[config.mk]
export PLATFORM = sky130hd
export DESIGN_NAME = ilk_hazard_ctrl
export DESIGN_NICKNAME = d
export VERILOG_FILES = /design/src/rtl/ilk_pkg.sv /design/src/rtl/ilk_src_cmp.sv /design/src/rtl/ilk_fwd_pick.sv /design/src/rtl/ilk_hazard_ctrl.sv
export SDC_FILE = /design/constraint.sdc
export NUM_CORES = 1
export LEC_CHECK = 0
export ABC_AREA = 0
export BUFFER_PORTS_ARGS = -buffer_cell sky130_fd_sc_hd__buf_2
export CAP_MARGIN = 5
export CORE_MARGIN = 4
export CORE_UTILIZATION = 29
export DETAILED_ROUTE_END_ITERATION = 7
export RECOVER_POWER = 100
export SETUP_SLACK_MARGIN = 0.3
export SYNTH_ARGS = -nofsm -noshare
export SYNTH_HDL_FRONTEND = slang
export SYNTH_SLANG_ARGS = --single-unit
[constraint.sdc]
create_clock -name clk_i -period 1.6 [get_ports clk_i]
set_input_delay 0.32 -clock clk_i [delete_from_list [all_inputs] [get_ports clk_i]]
set_output_delay 0.32 -clock clk_i [all_outputs]
set_load 0.01 [all_outputs]
[src/rtl/ilk_pkg.sv]
package ilk_pkg;
    typedef enum logic [1:0] {
        FWD_RF  = 2'd0,
        FWD_MEM = 2'd1,
        FWD_WB  = 2'd2
    } fwd_sel_e;

    localparam int FWD_W = 2;
endpackage

[src/rtl/ilk_src_cmp.sv]
module ilk_src_cmp #(
    parameter int REG_AW = 5
) (
    input  logic [REG_AW-1:0] src_i,
    input  logic [REG_AW-1:0] ex_rd_i,
    input  logic              ex_we_i,
    input  logic              ex_load_i,
    input  logic [REG_AW-1:0] mem_rd_i,
    input  logic              mem_we_i,
    output logic              hit_ex_alu_o,
    output logic              hit_ex_load_o,
    output logic              hit_mem_o
);
    logic src_live;
    logic ex_eq;
    logic mem_eq;

    always_comb begin
        src_live      = (src_i != '0);
        ex_eq         = src_live && ex_we_i && (ex_rd_i == src_i);
        mem_eq        = src_live && mem_we_i && (mem_rd_i == src_i);
        hit_ex_alu_o  = ex_eq && !ex_load_i;
        hit_ex_load_o = ex_eq && ex_load_i;
        hit_mem_o     = mem_eq;
    end
endmodule

[src/rtl/ilk_fwd_pick.sv]
module ilk_fwd_pick
    import ilk_pkg::*;
(
    input  logic     hit_ex_alu_i,
    input  logic     hit_ex_load_i,
    input  logic     hit_mem_i,
    output fwd_sel_e sel_o,
    output logic     load_use_o
);
    always_comb begin
        load_use_o = hit_ex_load_i;
        if (hit_ex_alu_i) begin
            sel_o = FWD_MEM;
        end else if (hit_mem_i) begin
            sel_o = FWD_WB;
        end else begin
            sel_o = FWD_RF;
        end
    end
endmodule

[src/rtl/ilk_hazard_ctrl.sv]
module ilk_hazard_ctrl
    import ilk_pkg::*;
#(
    parameter int REG_AW  = 5,
    parameter int NUM_SRC = 2
) (
    input  logic                           clk_i,
    input  logic                           rst_ni,
    input  logic [NUM_SRC-1:0][REG_AW-1:0] dec_rs_i,
    input  logic [REG_AW-1:0]              ex_rd_i,
    input  logic                           ex_we_i,
    input  logic                           ex_load_i,
    input  logic [REG_AW-1:0]              mem_rd_i,
    input  logic                           mem_we_i,
    output logic [NUM_SRC-1:0][FWD_W-1:0]  fwd_sel_o,
    output logic                           stall_o,
    output logic                           bubble_o
);
    typedef struct packed {
        logic [NUM_SRC-1:0][FWD_W-1:0] sel;
    } ctrl_t;

    ctrl_t ctrl_d, ctrl_q;

    logic [NUM_SRC-1:0] hit_ex_alu;
    logic [NUM_SRC-1:0] hit_ex_load;
    logic [NUM_SRC-1:0] hit_mem;
    logic [NUM_SRC-1:0] load_use;
    fwd_sel_e           pick [NUM_SRC];

    for (genvar k = 0; k < NUM_SRC; k++) begin : g_opnd
        ilk_src_cmp #(.REG_AW(REG_AW)) u_cmp (
            .src_i         (dec_rs_i[k]),
            .ex_rd_i       (ex_rd_i),
            .ex_we_i       (ex_we_i),
            .ex_load_i     (ex_load_i),
            .mem_rd_i      (mem_rd_i),
            .mem_we_i      (mem_we_i),
            .hit_ex_alu_o  (hit_ex_alu[k]),
            .hit_ex_load_o (hit_ex_load[k]),
            .hit_mem_o     (hit_mem[k])
        );

        ilk_fwd_pick u_pick (
            .hit_ex_alu_i  (hit_ex_alu[k]),
            .hit_ex_load_i (hit_ex_load[k]),
            .hit_mem_i     (hit_mem[k]),
            .sel_o         (pick[k]),
            .load_use_o    (load_use[k])
        );
    end

    logic stall_d;

    always_comb begin
        stall_d = |load_use;
        ctrl_d  = ctrl_q;
        for (int k = 0; k < NUM_SRC; k++) begin
            ctrl_d.sel[k] = stall_d ? FWD_RF : pick[k];
        end
    end

    always_ff @(posedge clk_i) begin
        if (!rst_ni) begin
            ctrl_q <= '0;
        end else begin
            ctrl_q <= ctrl_d;
        end
    end

    assign fwd_sel_o = ctrl_q.sel;
    assign stall_o   = stall_d;
    assign bubble_o  = stall_d;
endmodule

==> results by group <==
Worst setup path
  • Critical path required time: 1.28 ns
  • Critical path destination: bubble_o
  • CP Max Fanout: 2
  • Crit. Startpoint: dec_rs_i[1]
  • CP peak stage delay: 0.54 ns
  • Worst EP arrival: 1.45 ns
  • CP Cell Sequence: buf_6, or4_4, nor2_4, nor4_2, o21a_1, buf_2
  • CP delay by family, top: simple AND/OR/NAND/NOR gates
  • Max stage delay cell, worst path: or4_4
  • Stages on the worst setup path: 6
  • Crit Path Category: primary input to output port
  • CP bufs+invs: 2
  • CP Launch Type: primary input
  • Crit. End Element: output port

Clock tree
  • CTS tree: built
  • CTS root buffer: clkbuf_4
  • Post-CTS setup buffers: 0
  • CTS buffer count: 3
  • Cts hold-fix bufs: 0
  • Num Clock Sinks: 4
  • Clock Path Buffers: 2
  • CTS HTree Levels: 1
  • Worst-path clk slew: 0.03 ns

Floorplan
  • Core Box Area: 1330 um2
  • Die Y: 46.2 um
  • Die X: 46.2 um
  • IO Pins: 31
  • Standard-cell rows: 13
  • DIE AREA: 2140 um2
  • Initial core utilization: 0.318

Timing
  • Slew Limit Fails: 0
  • Setup ws final: -0.167 ns
  • RSZ-0062 raised after global routing: yes
  • Rel. slew slack: 0.773
  • Worst-margin pin slew: 0.337 ns
  • Setup Viol. Count Final: 2
  • Tmin final: 1.77 ns
  • Final period util: 1.10
  • Hold Fails Final Rpt: 0
  • FMAX: 566 MHz

Pwr
  • Switching share of power: 0.280
  • PnR Total Power: 355 uW
  • Peak supply drop: 0.000177 V
  • P_leak: 0.000311 uW
  • Net load switching power: 99.5 uW
  • Internal: 256 uW
  • PD cells: 500 nW/um2
  • Sequential Power Share: 0.285
  • Clock power frac: 0.341
  • Comb pwr share: 0.374

Global route
  • Vias in the first global route: 483
  • Largest net degree at the start of global routing: 6
  • Gr usage total: 0.118
  • Initial antenna violation count: 0
  • Total gr overflow: 0
  • First-pass GRT wire length: 1.80 mm

Routing
  • Detailed Route WL: 1.18 mm
  • Drt wl/cell: 11.6 um
  • DR vias/cell: 4.77
  • ANT nets after route: 0
  • First-pass DRT Iterations: 1
  • Initial DRC count: 0
  • Via count: 487
  • Drc violations: 0

Synthesis
  • Avg Inst Size Synth: 9.64 um2
  • Yosys warns: 0
  • Cell area after synthesis: 424 um2
  • Net Count, Synth: 69
  • Post-synthesis sequential area ratio: 0.189
  • Syn Inst Count: 44
  • Yosys cell types: 15
  • Register bit total from synthesis: 4

Finish
  • P&R area growth vs syn: 67.6%
  • Layout fillers: 141
  • N_diodes: 0
  • Net count, final: 114
  • Max reg flops: 4
  • Share of layout cells above drive strength 1: 0.552
  • Post-layout util: 0.533

Min path
  • Worst Hold Class: primary input to register
  • Min-delay src: ex_load_i

Placed design
  • GP Congestion: 0.740
  • IO buf count: 30

Status
  • Status: finished, violations left
  • Failing checks: setup timing

Flow run
  • Max cap viols: 0
[what timing repair did]
action,4_1_cts,5_1_grt
resized for setup,4,1
endpoints found under the setup margin,6,6
pin swaps,4,2
[power by group through the flow]
stage	Sequential, uW	Clock (uW)	Combinational, uW
6_report	101	121	133
3_3_place_gp	103	0	128
2_1_floorplan	103	0	52.8
3_5_place_dp	103	0	130
4_1_cts	101	126	136
5_1_grt	101	129	145
[per-stage QoR]
| stage | TNS [ns] | hold slack [ns] | cell area (um2) | setup WS, ns | cells |
|---|---|---|---|---|---|
| final | -0.331 | 0.370 | 711 | -0.167 | 102 |
| after global routing | -0.423 | 0.378 | 711 | -0.212 | 102 |
| after CTS | -0.338 | 0.378 | 727 | -0.170 | 102 |
| after detailed placement | -0.600 | 0.584 | 668 | -0.181 | 99 |
| after global placement | -0.546 | 0.579 | 668 | -0.171 | 99 |
| after floorplan | -0.107 | 0.411 | 424 | -0.107 | 44 |
[metal layers]
| metal | global-route usage | wire length, um |
|---|---|---|
| met4 | 0.0682 | 0 |
| met1 | 0.117 | 418 |
| met5 | 0 | 0 |
| met2 | 0.220 | 599 |
| met3 | 0.0273 | 160 |
[synth_stat cells]
cell type,instances,area [um2]
nor4_1,2,12.5
a2111oi_2,2,30.0
nand4_1,2,12.5
and3b_1,1,8.76
nor2_2,2,12.5
o21ai_0,2,10.0
or4_4,2,22.5
and3b_2,1,10.0
dfxtp_1,4,80.1
buf_4,1,7.51
xnor2_1,8,70.1
xor2_1,12,105
o21a_1,1,7.51
nand3_1,2,10.0
nor4_2,2,25.0
[kinds of logic (layout without fill, tap and decap cells)]
group                     count (synthesis)  count (layout)  share of synthesized area
xor gates and xnor gates                 20              20                      0.413
and+or+nand+nor                          14              14                      0.268
AOI/OAI and AO/OA                         5               5                      0.112
DFF                                       4               4                      0.189
buffers and inverters                     1              44                     0.0177
[cell type report]
type / instances / area [um2] / area share
Clock buffer: 3 / 22.5 / 0.0317
Multi-Input combinational cell: 39 / 359 / 0.505
Sequential cell: 4 / 80.1 / 0.113
Tap cell: 15 / 18.8 / 0.0264
Timing Repair Buffer: 41 / 230 / 0.324
[cell usage in the layout, fill, tap and decap left out]
cell        n
buf_4      10
nor4_2      2
o21ai_0     2
a2111oi_4   1
clkbuf_4    3
and3b_2     1
clkbuf_1    5
buf_6       1
xor2_1     12
a2111oi_2   1
o21a_1      1
buf_2      25
dfxtp_1     4
nand4_1     2
nand3_1     2
xnor2_1     8
or4_4       2
nor2_4      2
nor4_1      2
and3b_1     1
[how the worst min path moves through the flow]
stage	end	cells past startpoint
after floorplan	fwd_sel_o[1]	1
after global placement	fwd_sel_o[3]	2
after detailed placement	fwd_sel_o[3]	2
after CTS	fwd_sel_o[3]	2
after global routing	fwd_sel_o[3]	2
final	fwd_sel_o[3]	2
Note: power is estimated with default switching activity, not from simulation.
